### src/rtl/spi_chain_pkg.sv
package spi_chain_pkg;

    localparam int BYTE_W = 8;

    typedef enum logic [2:0] {
        ST_IDLE,
        ST_SETUP,
        ST_SHIFT,
        ST_TRAIL,
        ST_GAP
    } eng_state_t;

endpackage

### src/rtl/spi_chain_fifo.sv
module spi_chain_fifo #(
    parameter int W     = 8,
    parameter int DEPTH = 8
) (
    input  logic         clk,
    input  logic         rst_n,
    input  logic         push,
    input  logic [W-1:0] push_data,
    input  logic         pop,
    output logic [W-1:0] head,
    output logic         empty,
    output logic         full
);
    localparam int AW = (DEPTH > 1) ? $clog2(DEPTH) : 1;
    localparam int CW = $clog2(DEPTH + 1);
    localparam logic [AW-1:0] LAST = AW'(DEPTH - 1);
    localparam logic [CW-1:0] CAP  = CW'(DEPTH);

    typedef struct packed {
        logic [AW-1:0] wr;
        logic [AW-1:0] rd;
        logic [CW-1:0] cnt;
    } fifo_regs_t;

    fifo_regs_t r_q, r_d;
    logic [W-1:0] mem_q [DEPTH];
    logic do_push, do_pop;

    always_comb begin
        r_d     = r_q;
        do_push = push && (r_q.cnt != CAP);
        do_pop  = pop && (r_q.cnt != '0);
        if (do_push) r_d.wr = (r_q.wr == LAST) ? '0 : r_q.wr + 1'b1;
        if (do_pop)  r_d.rd = (r_q.rd == LAST) ? '0 : r_q.rd + 1'b1;
        case ({do_push, do_pop})
            2'b10:   r_d.cnt = r_q.cnt + 1'b1;
            2'b01:   r_d.cnt = r_q.cnt - 1'b1;
            default: r_d.cnt = r_q.cnt;
        endcase
    end

    always_ff @(posedge clk or negedge rst_n) begin
        if (!rst_n) r_q <= '0;
        else        r_q <= r_d;
    end

    always_ff @(posedge clk) begin
        if (do_push) mem_q[r_q.wr] <= push_data;
    end

    assign head  = mem_q[r_q.rd];
    assign empty = (r_q.cnt == '0);
    assign full  = (r_q.cnt == CAP);

    AST_FIFO_FULL_KEEPS: assert property (@(posedge clk) disable iff (!rst_n)
        (full && push && !pop) |=> full);
    AST_FIFO_EMPTY_KEEPS: assert property (@(posedge clk) disable iff (!rst_n)
        (empty && pop && !push) |=> empty);
endmodule

### src/rtl/spi_chain_engine.sv
module spi_chain_engine
    import spi_chain_pkg::*;
#(
    parameter int DIV_W  = 8,
    parameter int DATA_W = BYTE_W
) (
    input  logic              clk,
    input  logic              rst_n,
    input  logic [DIV_W-1:0]  div,
    input  logic              hold_en,
    input  logic              tx_avail,
    input  logic [DATA_W-1:0] tx_byte,
    output logic              tx_pop,
    output logic              rx_push,
    output logic [DATA_W-1:0] rx_byte,
    input  logic              miso,
    output logic              sclk,
    output logic              mosi,
    output logic              cs_n,
    output logic              busy
);
    localparam int BIT_W = $clog2(DATA_W);
    localparam logic [BIT_W-1:0] LAST_BIT = BIT_W'(DATA_W - 1);
    localparam logic [BIT_W-1:0] ONE_BIT  = BIT_W'(1);

    typedef struct packed {
        eng_state_t        st;
        logic [DIV_W-1:0]  cnt;
        logic [BIT_W-1:0]  bits;
        logic [DATA_W-1:0] tx_sh;
        logic [DATA_W-1:0] rx_sh;
        logic              sclk;
        logic              cs_n;
    } eng_regs_t;

    localparam eng_regs_t RESET_V = '{st: ST_IDLE, cnt: '0, bits: '0,
                                      tx_sh: '0, rx_sh: '0, sclk: 1'b0, cs_n: 1'b1};

    eng_regs_t r_q, r_d;
    logic tick;

    always_comb begin
        r_d     = r_q;
        tx_pop  = 1'b0;
        rx_push = 1'b0;
        tick    = (r_q.cnt >= div);
        if (r_q.st != ST_IDLE) r_d.cnt = tick ? '0 : r_q.cnt + 1'b1;
        case (r_q.st)
            ST_IDLE: begin
                r_d.cnt  = '0;
                r_d.sclk = 1'b0;
                if (tx_avail) begin
                    tx_pop    = 1'b1;
                    r_d.tx_sh = tx_byte;
                    r_d.bits  = '0;
                    r_d.cs_n  = 1'b0;
                    r_d.st    = ST_SETUP;
                end
            end
            ST_SETUP: begin
                if (tick) begin
                    r_d.sclk  = 1'b1;
                    r_d.rx_sh = {r_q.rx_sh[DATA_W-2:0], miso};
                    r_d.st    = ST_SHIFT;
                end
            end
            ST_SHIFT: begin
                if (tick) begin
                    if (!r_q.sclk) begin
                        r_d.sclk  = 1'b1;
                        r_d.rx_sh = {r_q.rx_sh[DATA_W-2:0], miso};
                    end else begin
                        r_d.sclk = 1'b0;
                        if (r_q.bits == LAST_BIT) begin
                            rx_push = 1'b1;
                            if (hold_en && tx_avail) begin
                                tx_pop    = 1'b1;
                                r_d.tx_sh = tx_byte;
                                r_d.bits  = '0;
                            end else begin
                                r_d.st = ST_TRAIL;
                            end
                        end else begin
                            r_d.bits  = r_q.bits + 1'b1;
                            r_d.tx_sh = {r_q.tx_sh[DATA_W-2:0], 1'b0};
                        end
                    end
                end
            end
            ST_TRAIL: begin
                if (tick) begin
                    r_d.cs_n = 1'b1;
                    r_d.bits = '0;
                    r_d.st   = ST_GAP;
                end
            end
            ST_GAP: begin
                if (tick) begin
                    if (r_q.bits == ONE_BIT) r_d.st = ST_IDLE;
                    else                     r_d.bits = ONE_BIT;
                end
            end
            default: r_d = RESET_V;
        endcase
    end

    always_ff @(posedge clk or negedge rst_n) begin
        if (!rst_n) r_q <= RESET_V;
        else        r_q <= r_d;
    end

    assign rx_byte = r_q.rx_sh;
    assign mosi    = r_q.tx_sh[DATA_W-1];
    assign sclk    = r_q.sclk;
    assign cs_n    = r_q.cs_n;
    assign busy    = (r_q.st != ST_IDLE);

    AST_SCLK_IDLE_LOW: assert property (@(posedge clk) disable iff (!rst_n)
        cs_n |-> !sclk);
    AST_MOSI_HELD_HIGH: assert property (@(posedge clk) disable iff (!rst_n)
        (sclk && $past(sclk)) |-> $stable(mosi));
    AST_BUSY_COVERS_CS: assert property (@(posedge clk) disable iff (!rst_n)
        !cs_n |-> busy);
    AST_CS_FALL_NEEDS_DATA: assert property (@(posedge clk) disable iff (!rst_n)
        $fell(cs_n) |-> $past(tx_avail));
endmodule

### src/rtl/spi_chain_master.sv
module spi_chain_master
    import spi_chain_pkg::*;
#(
    parameter int DIV_W    = 8,
    parameter int TX_DEPTH = 8,
    parameter int RX_DEPTH = 8
) (
    input  logic              clk,
    input  logic              rst_n,
    input  logic [DIV_W-1:0]  div,
    input  logic              hold_en,
    input  logic              tx_wr,
    input  logic [BYTE_W-1:0] tx_data,
    output logic              tx_full,
    output logic              tx_ovf,
    input  logic              rx_rd,
    output logic [BYTE_W-1:0] rx_data,
    output logic              rx_avail,
    output logic              busy,
    output logic              sclk,
    output logic              mosi,
    input  logic              miso,
    output logic              cs_n
);
    logic              tx_empty, tx_pop, rx_push, rx_empty, rx_full;
    logic [BYTE_W-1:0] tx_head, rx_byte;
    logic              ovf_q, ovf_d;

    spi_chain_fifo #(.W(BYTE_W), .DEPTH(TX_DEPTH)) u_txq (
        .clk(clk), .rst_n(rst_n),
        .push(tx_wr), .push_data(tx_data),
        .pop(tx_pop), .head(tx_head),
        .empty(tx_empty), .full(tx_full)
    );

    spi_chain_fifo #(.W(BYTE_W), .DEPTH(RX_DEPTH)) u_rxq (
        .clk(clk), .rst_n(rst_n),
        .push(rx_push), .push_data(rx_byte),
        .pop(rx_rd), .head(rx_data),
        .empty(rx_empty), .full(rx_full)
    );

    spi_chain_engine #(.DIV_W(DIV_W), .DATA_W(BYTE_W)) u_eng (
        .clk(clk), .rst_n(rst_n),
        .div(div), .hold_en(hold_en),
        .tx_avail(!tx_empty), .tx_byte(tx_head), .tx_pop(tx_pop),
        .rx_push(rx_push), .rx_byte(rx_byte),
        .miso(miso), .sclk(sclk), .mosi(mosi), .cs_n(cs_n), .busy(busy)
    );

    always_comb begin
        ovf_d = ovf_q | (tx_wr & tx_full);
    end

    always_ff @(posedge clk or negedge rst_n) begin
        if (!rst_n) ovf_q <= 1'b0;
        else        ovf_q <= ovf_d;
    end

    assign tx_ovf   = ovf_q;
    assign rx_avail = !rx_empty;

    AST_OVF_STICKY: assert property (@(posedge clk) disable iff (!rst_n)
        tx_ovf |=> tx_ovf);
    AST_OVF_ON_DROP: assert property (@(posedge clk) disable iff (!rst_n)
        (tx_wr && tx_full) |=> tx_ovf);
    AST_RX_FULL_HOLDS: assert property (@(posedge clk) disable iff (!rst_n)
        (rx_full && !rx_rd) |=> !rx_empty);
endmodule

### config.mk
export PLATFORM = sky130hd
export DESIGN_NAME = spi_chain_master
export DESIGN_NICKNAME = d
export VERILOG_FILES = /design/src/rtl/spi_chain_pkg.sv /design/src/rtl/spi_chain_fifo.sv /design/src/rtl/spi_chain_engine.sv /design/src/rtl/spi_chain_master.sv
export SDC_FILE = /design/constraint.sdc
export NUM_CORES = 1
export LEC_CHECK = 0
export BUFFER_PORTS_ARGS = -buffer_cell sky130_fd_sc_hd__buf_4
export CORE_MARGIN = 1.5
export CORE_UTILIZATION = 30
export CTS_CLUSTER_DIAMETER = 40
export CTS_CLUSTER_SIZE = 10
export DETAILED_ROUTE_END_ITERATION = 8
export PLACE_DENSITY = 0.47
export SKIP_CTS_REPAIR_TIMING = 1
export SYNTH_ARGS = -nofsm -noshare
export SYNTH_HDL_FRONTEND = slang
export SYNTH_HIERARCHICAL = 1
export SYNTH_SLANG_ARGS = --single-unit
### constraint.sdc
create_clock -name clk -period 6 [get_ports clk]
set_input_delay 0 -clock clk [delete_from_list [all_inputs] [get_ports clk]]
set_output_delay 0 -clock clk [all_outputs]
set_load 0.01 [all_outputs]
# After elaboration in Yosys (flattened, before gate mapping)
# Memory sizes are Yosys's and may differ from the RTL's.
# Index checks and enable logic that the tools add are counted.
dict set report classes {
  add_sub_neg 10
  n_lt_le_gt_ge 1
  n_eq_ne 30
  n_mux 51
  bitwise 7
  reduce_logical 26
}
# cell n
set ops {}
lappend ops {{3-bit two-way mux} 16}
lappend ops {{8-bit case mux with 3 select lines} 2}
lappend ops {{11-bit two-way mux} 4}
lappend ops {{8-bit two-way mux} 4}
lappend ops {{3-bit case mux with 5 select lines} 2}
lappend ops {{20-bit two-way mux} 1}
lappend ops {{3-bit equality test, second input constant} 6}
lappend ops {{1-bit two-way mux} 16}
lappend ops {{2-bit by 1-bit inequality test with 1-bit output, second input constant} 8}
lappend ops {{4-bit case mux with 2 select lines} 2}
lappend ops {{3-bit by 1-bit adder with 3-bit output, second input constant} 5}
lappend ops {{9-bit two-way mux} 1}
lappend ops {{9-bit AND reduction} 1}
lappend ops {{3-bit OR reduction} 3}
lappend ops {{4-bit by 1-bit adder with 4-bit output, second input constant} 2}
lappend ops {{8-bit by 1-bit adder with 8-bit output, second input constant} 1}
lappend ops {{8-bit >= comparator} 1}
lappend ops {{4-bit logical NOT} 2}
lappend ops {{2-bit inequality test, second input constant} 4}
lappend ops {{4-bit inequality test, second input constant} 2}
lappend ops {{8-bit AND reduction} 1}
lappend ops {{4-bit nonzero test} 2}
lappend ops {{4-bit by 1-bit subtractor with 4-bit output, second input constant} 2}
lappend ops {{3-bit by 1-bit equality test with 1-bit output, second input constant} 2}
lappend ops {{20 further kinds} 35}
dict set report word_totals {
  regBits 53
  mem_bits_rw 128
  input_bits 22
  output_inout_bits 15
  word_cells 141
  mem_count 2
}
# memory words word_bits rd rd_clocked_by_memory_dff wr line_no
set memory_table {}
lappend memory_table {u_rxq.mem_q 8 8 1 0 1 spi_chain_fifo.sv:26} ;# logic [W-1:0] mem_q [DEPTH];
lappend memory_table {u_txq.mem_q 8 8 1 0 1 spi_chain_fifo.sv:26}

# Depth between registers and ports, before layout
# Gate-level depths: netlist (run 1).
dict set report depth {
  ltp_word 11
  ltp_mapped 14
  mapped_depth_nobuf 14
}

# By module
# The synthesis (run 1) kept the hierarchy.
# module n_inst cells_each area_per_inst_um2 seq_area_each_um2
set by_module_without_submodules {}
lappend by_module_without_submodules {{spi_chain_fifo at u_rxq} 1 160 3210.6 2172.1}
lappend by_module_without_submodules {{spi_chain_fifo at u_txq} 1 161 3208.1 2172.1}
lappend by_module_without_submodules {spi_chain_engine 1 236 2119.5 802.0}
lappend by_module_without_submodules {spi_chain_master 1 4 40.0 25.0}

# Worst setup path after synthesis (run 1)
# Ideal clock, no wire load.
dict set report synth_timing {
  path_kind {register to register}
  start {register u_eng/r_q[21] (netlist bit)}
  end {register u_txq/r_q[3] (netlist bit)}
  setup_ps 134
  t_arrival_ps 3354
  required_ps 5866
  slack_ps 2512
  stages_incl_launch_ff 15
  path_buffers 0
  synth_period_minus_slack_ps 3488
  path_cell_list {dfrtp_1 inv_1 ha_1 nand2b_1 a2111o_1 a21boi_2 o31ai_1 and3_1 o41ai_4 inv_1 ha_1 ha_1 or4b_2 o311ai_0 o211ai_1}
}
dict set report synth_via {
  elab_chain_len 6
  elab_cells_between_ends 8
  cone_classes {order compare: 1; eq/ne: 2; mux: 3; reduce/logical: 2}
}
# element line_no
set synth_rtl {}
lappend synth_rtl {{start: declaration} spi_chain_engine.sv:39} ;# eng_regs_t r_q, r_d;
lappend synth_rtl {{start signal: assignment} spi_chain_engine.sv:109} ;# else r_q <= r_d;
lappend synth_rtl {{8-bit >= comparator (*)} spi_chain_engine.sv:46} ;# tick = (r_q.cnt >= div);
lappend synth_rtl {{1-bit two-way mux (*)} spi_chain_engine.sv:68} ;# if (tick) begin
lappend synth_rtl {{1-bit case mux with 2 select lines (*)} spi_chain_engine.sv:48} ;# case (r_q.st)
lappend synth_rtl {{via tx_pop} spi_chain_master.sv:25} ;# logic tx_empty, tx_pop, rx_push, rx_empty, rx_full;
lappend synth_rtl {{1-bit logical AND (*)} spi_chain_fifo.sv:32} ;# do_pop = pop && (r_q.cnt != '0);
lappend synth_rtl {{via u_txq.do_pop} spi_chain_fifo.sv:27} ;# logic do_push, do_pop;
lappend synth_rtl {{2-bit by 1-bit equality test with 1-bit output or 2-bit equality test (tied branches)} spi_chain_fifo.sv:35} ;# case ({do_push, do_pop})
lappend synth_rtl {{4-bit case mux with 2 select lines or 2-bit nonzero test (tied branches)} -}
lappend synth_rtl {{end signal: assignment} spi_chain_fifo.sv:44} ;# else r_q <= r_d;
lappend synth_rtl {{end: declaration} spi_chain_fifo.sv:25} ;# fifo_regs_t r_q, r_d;
# The timed path passes the listed nets; every way through them passes the cells marked *.
# A chain may end at the register's enable or synchronous reset.

# Worst setup path after layout (run 1)
# Same ends and word-level chain as after synthesis.

==> results.sh, run 1 <==
export IMPL_antenna_violations_before_repair=0
export IMPL_nets=654
export IMPL_design_portCount=37
export IMPL_crit_slowest_cell="sky130_fd_sc_hd__or4b_2"
export IMPL_holdWs_ns=0.0779
export IMPL_port_buffers=36
export IMPL_max_cap_violations=0
export IMPL_cts_sink_count=181
export IMPL_cp_arrival_ns=4.40
export IMPL_syn_to_final_growth_pct=15.2
export IMPL_cp_start_kind="register"
export IMPL_dp_hpwl_um=10800
export IMPL_place_area_um2=9160
export IMPL_global_route_usage_met2_pct=20.6
export IMPL_first_pass_grt_wire_length_um=26500
export IMPL_initial_core_utilization_pct=30.7
export IMPL_setup_tns_final_ns=0
export IMPL_cp_common_cell="sky130_fd_sc_hd__ha_1"
export IMPL_drt_first_iter_violations=285
export IMPL_critical_path_required_ns=6.30
export IMPL_vdd_ir_drop_worst_mv=0.158
export IMPL_dieHeight_um=172
export IMPL_clock_skew_final_ns=0.0134
export IMPL_critical_path_max_stage_delay_ns=0.64
export IMPL_post_synth_inst_count=560
export IMPL_grt_use_met1_pct=14.7
export IMPL_setup_viol_count_final=0
export IMPL_global_route_usage_total_pct=11.8
export IMPL_ctsRootBufferMaster="sky130_fd_sc_hd__clkbuf_16"
export IMPL_run_status="finished, final reports clean"
export IMPL_finalWorstSetupSlack_ns=1.90
export IMPL_worstPathMaxFanout=15
export IMPL_placement_setup_worst_slack_ns=1.89
export IMPL_stdcell_area_um2=9880
export IMPL_dieWidth_um=172
export IMPL_antenna_diode_count=0
export IMPL_globalRoute_totalOverflow=0
export IMPL_fin_crit_sh_pct=68.4
export IMPL_htreeDepth=4
export IMPL_report_final_slew_viol_count=0
export IMPL_vias=4717
export IMPL_period_minus_slack_ns=4.10
export IMPL_timing_critical_path_buf_inv=2
export IMPL_worst_pin_slew_ns=1.09
export IMPL_cts_reportedPaths_clkPinSlew_ns=0.07
export IMPL_rows=61
export IMPL_max_clock_path_buffers=2
export IMPL_total_clock_buffers_created_by_cts=17
export IMPL_total_detailed_routing_wirelength_um=16000
export IMPL_drt_antenna_violating_nets=0
export IMPL_die_area_um2=29600
export IMPL_drt_wirelength_per_cell_um=16.1
export IMPL_worst_setup_path_end_kind="register"
export IMPL_slew_limit_headroom_pct=27.2
export IMPL_critPathKind="register to register"
export IMPL_fmax_ghz=0.244
export IMPL_post_synth_cell_area_avg_um2=15.3
export IMPL_gr_max_usage_layer="met2"
export IMPL_final_hold_viol_count=0
export IMPL_gp_congestion=0.771
export IMPL_cellPowerDensity_nw_per_um2=449
export IMPL_worstSkewPairLatency_ns=0.43
export IMPL_cp_top_delay_family="compound AO/OA/AOI/OAI gates"
export IMPL_cellLeakagePower_uw=0.00369
export IMPL_holdCritPathClass="input pin to register"
export IMPL_drt_pre_antenna_iters=4
export IMPL_post_route_cells_drive_above_1_share_pct=22.2
export IMPL_cts_tree="yes"
export IMPL_drcViolationCount=0
export IMPL_synthesis_yosys_warnings=6
export IMPL_synthesis_area_um2=8570
export IMPL_met3_demand_to_capacity_share_in_global_routing_pct=2.29
export IMPL_pin_count_of_the_biggest_net_entering_global_routing=54
export IMPL_grt_setup_unrepaired="false"
export IMPL_vias_per_cell=4.74
export IMPL_syn_nets=610
export IMPL_utilization_pct=35.4
export IMPL_core_region_area_um2=27900
export IMPL_crit_chain="inv_1 > ha_1 > nand2b_1 > a2111o_1 > a21boi_2 > o31ai_1 > and3_1 > o41ai_4 > inv_1 > ha_1 > ha_1 > or4b_2 > o311ai_0 > o211ai_1"
export IMPL_final_fill_count=2710
export IMPL_number_of_global_route_vias_before_repair=4968
==> layout make-up <==
| type | instances | area, µm² | share of cell area [%] |
|---|---|---|---|
| flip-flops and latches | 181 | 5170 | 52.3 |
| clock buffers | 17 | 425 | 4.31 |
| repair buffers | 57 | 458 | 4.63 |
| multi-input cells | 322 | 3090 | 31.3 |
| clock inverters | 15 | 166 | 1.68 |
| well taps | 378 | 473 | 4.79 |
| inverters | 25 | 93.8 | 0.950 |
==> layer usage <==
metal | routed length (µm) | share of wire [%]
met5 | 0 | 0
met4 | 159 | 0.99
met3 | 322 | 2.0
met2 | 8070 | 50
met1 | 7480 | 47
==> power by group <==
| part | internal [µW] | total, µW | switching (µW) |
|---|---|---|---|
| clock network | 559 | 1090 | 535 |
| registers | 1610 | 2000 | 392 |
| logic | 752 | 1340 | 593 |
==> final timing paths <==
| check | startpoint | endpoint | cells after the start | slack (ns) |
|---|---|---|---|---|
| worst max-delay path | u_eng/r_q[21] | u_txq/r_q[3] | 14 | 1.90 |
| worst min-delay path | hold_en | u_eng/r_q[29] | 5 | 0.08 |
| worst max register to register | u_eng/r_q[21] | u_txq/r_q[3] | 14 | 1.90 |
| worst min register to register | tx_ovf | tx_ovf | 1 | 0.46 |
| max in group asynchronous | rst_n | u_eng/r_q[29] | 2 | 5.33 |
| min in group asynchronous | rst_n | u_txq/r_q[8] | 2 | 0.18 |
==> sequential cells by signal, summed over array words and instances (netlist names) <==
register / cells
u_eng/mosi: 1
u_rxq/mem_q: 64
tx_ovf: 1
u_eng/r_q: 21
u_eng/sclk: 1
u_eng/cs_n: 1
u_rxq/r_q: 10
u_txq/r_q: 10
u_txq/mem_q: 64
u_eng/rx_byte: 8
==> worst register-to-register path, cell delays in order (launching register included) <==
cell and delay [ns]:
sky130_fd_sc_hd__dfrtp_1 0.43, sky130_fd_sc_hd__inv_1 0.06, sky130_fd_sc_hd__ha_1 0.26, sky130_fd_sc_hd__nand2b_1 0.14, sky130_fd_sc_hd__a2111o_1 0.45, sky130_fd_sc_hd__a21boi_2 0.56, sky130_fd_sc_hd__o31ai_1 0.14, sky130_fd_sc_hd__and3_1 0.22
sky130_fd_sc_hd__o41ai_4 0.08, sky130_fd_sc_hd__inv_1 0.09, sky130_fd_sc_hd__ha_1 0.29, sky130_fd_sc_hd__ha_1 0.37, sky130_fd_sc_hd__or4b_2 0.64, sky130_fd_sc_hd__o311ai_0 0.12, sky130_fd_sc_hd__o211ai_1 0.12
==> stage by stage <==
stage               instances  total power [µW]
CTS                       982              4510
finish                    995              4440
floorplan                 560              3050
detailed placement        950              3400
global route              995              4740
global placement          950              3340
==> placed cells by master (no fill, tap or decap), types with 3 or more instances in the layout <==
master                          instances
sky130_fd_sc_hd__edfxtp_1             128
sky130_fd_sc_hd__a211oi_1               3
sky130_fd_sc_hd__xor2_1                 7
sky130_fd_sc_hd__a2111o_1               3
sky130_fd_sc_hd__and3_1                 7
sky130_fd_sc_hd__ha_1                  26
sky130_fd_sc_hd__dlygate4sd3_1         12
sky130_fd_sc_hd__inv_8                  5
sky130_fd_sc_hd__buf_4                 45
sky130_fd_sc_hd__o2bb2ai_1              8
sky130_fd_sc_hd__nor3_1                11
sky130_fd_sc_hd__mux4_1                16
sky130_fd_sc_hd__nand3_1               34
sky130_fd_sc_hd__dfrtp_1               52
sky130_fd_sc_hd__nor3b_1                6
sky130_fd_sc_hd__nand2b_1               8
sky130_fd_sc_hd__xnor2_1                3
sky130_fd_sc_hd__a21oi_1                8
sky130_fd_sc_hd__mux2_4                22
sky130_fd_sc_hd__inv_1                 25
sky130_fd_sc_hd__mux2i_1                9
sky130_fd_sc_hd__mux4_2                16
sky130_fd_sc_hd__o21ai_0               13
sky130_fd_sc_hd__a21o_1                 4
sky130_fd_sc_hd__nor2_1                23
sky130_fd_sc_hd__nor4_1                 5
sky130_fd_sc_hd__clkbuf_16             17
sky130_fd_sc_hd__nand2_1               24
sky130_fd_sc_hd__clkinv_8               4
sky130_fd_sc_hd__nor2b_1               10
sky130_fd_sc_hd__o211ai_1               7
sky130_fd_sc_hd__mux2_2                 8
No activity file was read; power rests on OpenSTA's default activity.
==> run 2, diff against run 1 <==
Settings changed: PLACE_DENSITY 0.47 to 0.48.
Clock period 6 ns to 3.7 ns, I/O delays scaled along.
==> results.sh, run 2 (synthesis results as in run 1) <==
export IMPL_run_status="finished, final reports clean"
export IMPL_drt_wirelength_per_cell_um=16.1
export IMPL_global_route_usage_total_pct=11.6
export IMPL_cp_start_kind="register"
export IMPL_cellLeakagePower_uw=0.00376
export IMPL_pin_count_of_the_biggest_net_entering_global_routing=54
export IMPL_drcViolationCount=0
export IMPL_die_area_um2=29600
export IMPL_dieHeight_um=172
export IMPL_setup_tns_final_ns=0
export IMPL_layout_cells_non_filler=1006
export IMPL_setup_viol_count_final=0
export IMPL_antenna_violations_before_repair=0
export IMPL_htreeDepth=4
export IMPL_numPlacedInstances=962
export IMPL_drt_first_iter_violations=262
export IMPL_cts_reportedPaths_clkPinSlew_ns=0.08
export IMPL_vias=4808
export IMPL_gp_congestion=0.750
export IMPL_number_of_global_route_vias_before_repair=5054
export IMPL_syn_to_final_growth_pct=16.4
export IMPL_clock_skew_final_ns=0.0131
export IMPL_vdd_ir_drop_worst_mv=0.360
export IMPL_mostFrequentLayoutCell="sky130_fd_sc_hd__edfxtp_1"
export IMPL_worstSkewPairLatency_ns=0.43
export IMPL_initial_core_utilization_pct=30.7
export IMPL_reg_largest_list="u_rxq/mem_q (64), u_txq/mem_q (64), u_eng/r_q (21)"
export IMPL_globalRoute_totalOverflow=0
export IMPL_nets=665
export IMPL_max_cap_violations=0
export IMPL_worst_setup_path_end_kind="register"
export IMPL_final_fill_count=2679
export IMPL_cts_tree="yes"
export IMPL_critPathKind="register to register"
export IMPL_final_hold_viol_count=0
export IMPL_core_region_area_um2=27900
export IMPL_post_route_cells_drive_above_1_share_pct=24.0
export IMPL_port_buffers=36
export IMPL_layout_cells_most_common_list="sky130_fd_sc_hd__edfxtp_1, sky130_fd_sc_hd__buf_4, sky130_fd_sc_hd__dfrtp_1, sky130_fd_sc_hd__nand3_1, sky130_fd_sc_hd__ha_1"
export IMPL_report_final_slew_viol_count=0
export IMPL_total_detailed_routing_wirelength_um=16200
export IMPL_dieWidth_um=172
export IMPL_finalWorstSetupSlack_ns=0.216
export IMPL_worst_pin_slew_ns=1.03
export IMPL_antenna_diode_count=0
export IMPL_vias_per_cell=4.78
export IMPL_drt_pre_antenna_iters=4
export IMPL_max_clock_path_buffers=2
export IMPL_worstPathMaxFanout=8
export IMPL_cp_arrival_ns=3.79
export IMPL_grt_setup_unrepaired="false"
export IMPL_design_portCount=37
export IMPL_fin_crit_sh_pct=94.2
export IMPL_slew_limit_headroom_pct=31.5
export IMPL_drt_antenna_violating_nets=0
export IMPL_ctsRootBufferMaster="sky130_fd_sc_hd__clkbuf_16"
export IMPL_critical_path_required_ns=4.01
export IMPL_cts_sink_count=181
export IMPL_holdCritPathClass="input pin to register"
export IMPL_total_clock_buffers_created_by_cts=17
export IMPL_placement_setup_worst_slack_ns=0.235
export IMPL_dp_hpwl_um=10900
export IMPL_rows=61
export IMPL_period_minus_slack_ns=3.48
export IMPL_fmax_ghz=0.287
export IMPL_cellPowerDensity_nw_per_um2=728
export IMPL_first_pass_grt_wire_length_um=26100
run 2: cell types whose count changed in the layout (fill, tap and decap cells not counted):
cell,delta
sky130_fd_sc_hd__buf_4,+11
sky130_fd_sc_hd__clkinv_1,-1
sky130_fd_sc_hd__clkinvlp_4,-1
sky130_fd_sc_hd__inv_6,+2
sky130_fd_sc_hd__inv_8,-1
sky130_fd_sc_hd__clkinv_8,+1
sky130_fd_sc_hd__nor3_1,-2
sky130_fd_sc_hd__nor3_2,+2
run 2: layout make-up:
class	count	area [µm²]	area share, %
clock inverters	15	178	1.78
multi-input cells	322	3100	31.1
well taps	378	473	4.74
clock buffers	17	425	4.26
flip-flops and latches	181	5170	51.8
inverters	25	93.8	0.940
repair buffers	68	541	5.41
run 2: per-stage QoR:
| step | util (%) | total power (µW) | hold slack (ns) | area (µm²) |
|---|---|---|---|---|
| finish | 35.7 | 7270 | 0.0743 | 9980 |
| global route | 35.7 | 7730 | 0.0782 | 9980 |
| CTS | 35.3 | 7370 | -0.338 | 9860 |
| detailed placement | 33.1 | 5560 | 0.119 | 9260 |
| global placement | 33.1 | 5460 | 0.105 | 9260 |
| floorplan | - | 4940 | -0.296 | 8570 |
run 2: routing by layer:
| metal | vias to the layer above | GRT usage, % | routed length, µm |
|---|---|---|---|
| met5 | - | 0 | 0 |
| li1 | 2272 | - | - |
| met2 | 72 | 21.2 | 8440 |
| met3 | 14 | 2.54 | 398 |
| met1 | 2450 | 13.6 | 7180 |
| met4 | 0 | 3.59 | 168 |
run 2: path summary, 6_finish.rpt:
kind	startpoint	end	slack (ns)	depth (start not counted)
max	u_eng/r_q[27]	u_rxq/r_q[3]	0.22	12
max in group asynchronous	rst_n	u_eng/rx_byte[1]	3.03	2
min in group asynchronous	rst_n	u_txq/r_q[8]	0.17	2
min	hold_en	u_eng/r_q[29]	0.07	5
min reg2reg	tx_ovf	tx_ovf	0.47	1
max reg2reg	u_eng/r_q[27]	u_rxq/r_q[3]	0.22	12
run 2: critical path, cell delays in order, from the launching register on:
cell and delay (ns):
sky130_fd_sc_hd__dfrtp_1 0.42, sky130_fd_sc_hd__ha_1 0.33, sky130_fd_sc_hd__o211ai_1 0.12, sky130_fd_sc_hd__nor2b_1 0.17, sky130_fd_sc_hd__buf_4 0.15, sky130_fd_sc_hd__nor4_1 0.26
sky130_fd_sc_hd__and3_1 0.35, sky130_fd_sc_hd__nand2_8 0.11, sky130_fd_sc_hd__ha_1 0.23, sky130_fd_sc_hd__ha_1 0.34, sky130_fd_sc_hd__or4b_2 0.64, sky130_fd_sc_hd__o311ai_0 0.12
sky130_fd_sc_hd__o211ai_1 0.12
run 2: report_power, final:
part	leakage (µW)	internal [µW]	switching, µW
clock network	0.000290	915	878
logic	0.00167	1260	1020
registers	0.00180	2610	588
total	0.00376	4790	2480
==> run 3, diff against run 2 <==
Settings changed: CELL_PAD_IN_SITES_DETAIL_PLACEMENT set to 2, CELL_PAD_IN_SITES_GLOBAL_PLACEMENT set to 2, PLACE_DENSITY 0.48 to 0.6.
==> results.sh, run 3 (synthesis results as in run 1) <==
export IMPL_run_status="finished, final reports clean"
export IMPL_gr_max_usage_layer="met2"
export IMPL_max_clock_path_buffers=2
export IMPL_ctsRootBufferMaster="sky130_fd_sc_hd__clkbuf_16"
export IMPL_cts_sink_count=181
export IMPL_globalRoute_totalOverflow=0
export IMPL_mostFrequentLayoutCell="sky130_fd_sc_hd__edfxtp_1"
export IMPL_cts_reportedPaths_clkPinSlew_ns=0.08
export IMPL_rows=61
export IMPL_grt_setup_unrepaired="false"
export IMPL_crit_chain="inv_1 > ha_1 > nand2b_1 > a2111o_1 > a21boi_2 > o31ai_1 > and3_1 > o41ai_4 > inv_1 > ha_1 > ha_4 > or4b_2 > o311ai_0 > o211ai_1"
export IMPL_report_final_slew_viol_count=0
export IMPL_multi_input_area_um2=3100
export IMPL_dp_hpwl_um=12900
export IMPL_grt_use_met1_pct=16.2
export IMPL_antenna_diode_count=0
export IMPL_reg_largest_list="u_rxq/mem_q (64), u_txq/mem_q (64), u_eng/r_q (21)"
export IMPL_numPlacedInstances=962
export IMPL_first_pass_grt_wire_length_um=30400
export IMPL_total_switching_power_uw=2570
export IMPL_drt_pre_antenna_iters=4
export IMPL_layout_cells_non_filler=1008
export IMPL_met3_demand_to_capacity_share_in_global_routing_pct=2.47
export IMPL_power_share_clock_pct=24.3
export IMPL_final_fill_count=2891
export IMPL_worstPathMaxFanout=5
export IMPL_cts_tree="yes"
export IMPL_fmax_ghz=0.284
export IMPL_utilization_pct=35.7
export IMPL_placement_setup_worst_slack_ns=0.0538
export IMPL_max_cap_violations=0
export IMPL_drt_first_iter_violations=214
export IMPL_worstSkewPairLatency_ns=0.44
export IMPL_drcViolationCount=0
export IMPL_gp_congestion=0.736
export IMPL_switching_share_pct=34.9
export IMPL_syn_to_final_growth_pct=16.4
export IMPL_design_portCount=37
export IMPL_critical_path_max_stage_delay_ns=0.65
export IMPL_share_seq_of_total_power_pct=43.7
export IMPL_register_area_um2=5170
export IMPL_clock_skew_final_ns=0.0143
export IMPL_cellLeakagePower_uw=0.00376
export IMPL_worst_pin_slew_ns=1.03
export IMPL_setup_viol_count_final=0
export IMPL_initial_core_utilization_pct=30.7
export IMPL_fin_crit_sh_pct=95.1
export IMPL_holdCritPathClass="input pin to register"
export IMPL_critPathKind="register to register"
export IMPL_dieWidth_um=172
export IMPL_slew_limit_headroom_pct=31.3
export IMPL_layout_cells_most_common_list="sky130_fd_sc_hd__edfxtp_1, sky130_fd_sc_hd__buf_4, sky130_fd_sc_hd__dfrtp_1, sky130_fd_sc_hd__nand3_1"
export IMPL_drt_wirelength_per_cell_um=18.5
export IMPL_htreeDepth=4
export IMPL_port_buffers=36
export IMPL_worst_setup_path_end_kind="register"
export IMPL_pin_count_of_the_biggest_net_entering_global_routing=54
export IMPL_crit_slowest_cell="sky130_fd_sc_hd__or4b_2"
export IMPL_post_route_cells_drive_above_1_share_pct=23.8
export IMPL_cp_top_delay_family="compound AO/OA/AOI/OAI gates"
export IMPL_vdd_ir_drop_worst_mv=0.262
export IMPL_cp_start_kind="register"
export IMPL_antenna_violations_before_repair=0
export IMPL_drt_antenna_violating_nets=0
export IMPL_final_hold_viol_count=0
export IMPL_total_clock_buffers_created_by_cts=17
export IMPL_timing_critical_path_buf_inv=2
export IMPL_core_region_area_um2=27900
export IMPL_period_minus_slack_ns=3.52
export IMPL_cellPowerDensity_nw_per_um2=739
export IMPL_die_area_um2=29600
export IMPL_p_int_uw=4800
export IMPL_setup_tns_final_ns=0
export IMPL_nets=667
export IMPL_total_detailed_routing_wirelength_um=18700
export IMPL_finalWorstSetupSlack_ns=0.182
export IMPL_vias_per_cell=4.80
export IMPL_number_of_global_route_vias_before_repair=5518
export IMPL_vias=4842
export IMPL_critical_path_required_ns=4.01
export IMPL_global_route_usage_total_pct=13.7
export IMPL_dieHeight_um=172
export IMPL_cp_arrival_ns=3.83
export IMPL_power_share_combinational_pct=32.0
export IMPL_global_route_usage_met2_pct=24.8
[run 3: path summary, 6_finish.rpt]
check                      slack, ns  cells after the start             to           from
min reg2reg                     0.49                      1         tx_ovf         tx_ovf
max in group asynchronous       3.01                      2     u_eng/mosi          rst_n
max                             0.18                     14   u_txq/r_q[3]  u_eng/r_q[21]
min in group asynchronous       0.17                      2         tx_ovf          rst_n
min                              0.1                      5  u_eng/r_q[29]        hold_en
max reg2reg                     0.18                     14   u_txq/r_q[3]  u_eng/r_q[21]
[run 3: worst reg2reg max path: stages, from the launching register on]
cell	delay, ns
sky130_fd_sc_hd__dfrtp_1	0.38
sky130_fd_sc_hd__inv_1	0.06
sky130_fd_sc_hd__ha_1	0.25
sky130_fd_sc_hd__nand2b_1	0.15
sky130_fd_sc_hd__a2111o_1	0.46
sky130_fd_sc_hd__a21boi_2	0.21
sky130_fd_sc_hd__o31ai_1	0.10
sky130_fd_sc_hd__and3_1	0.23
sky130_fd_sc_hd__o41ai_4	0.09
sky130_fd_sc_hd__inv_1	0.09
sky130_fd_sc_hd__ha_1	0.23
sky130_fd_sc_hd__ha_4	0.25
sky130_fd_sc_hd__or4b_2	0.65
sky130_fd_sc_hd__o311ai_0	0.13
sky130_fd_sc_hd__o211ai_1	0.12
[run 3: final cells by class]
type                       instances  area share, %
timing repair buffer              70           5.57
sequential                       181           51.8
clock buffer                      18           4.30
inverter                          25          0.941
tap                              378           4.74
multi-input combinational        322           31.1
clock inverter                    14           1.54
[run 3: layer usage]
| metal | share of wire (%) | wire, µm | vias to the layer above |
|---|---|---|---|
| li1 | - | - | 2264 |
| met1 | 44 | 8250 | 2516 |
| met2 | 52 | 9780 | 43 |
| met3 | 2.0 | 379 | 19 |
| met4 | 1.5 | 278 | 0 |
| met5 | 0 | 0 | - |
[run 3: power by group through the flow]
stage | registers, µW | logic [µW] | clock network, µW
2_1_floorplan | 2860 | 2080 | 0
3_3_place_gp | 3230 | 2230 | 0
3_5_place_dp | 3290 | 2370 | 0
4_1_cts | 3240 | 2380 | 1860
5_1_grt | 3310 | 2630 | 1930
6_report | 3220 | 2360 | 1790
[run 3: per-stage QoR]
| step | total power (µW) | instance area [µm²] | hold slack (ns) |
|---|---|---|---|
| finish | 7370 | 9980 | 0.0951 |
| global route | 7870 | 9980 | 0.141 |
| CTS | 7480 | 9830 | -0.349 |
| detailed placement | 5660 | 9250 | 0.143 |
| global placement | 5470 | 9250 | 0.122 |
| floorplan | 4940 | 8570 | -0.296 |
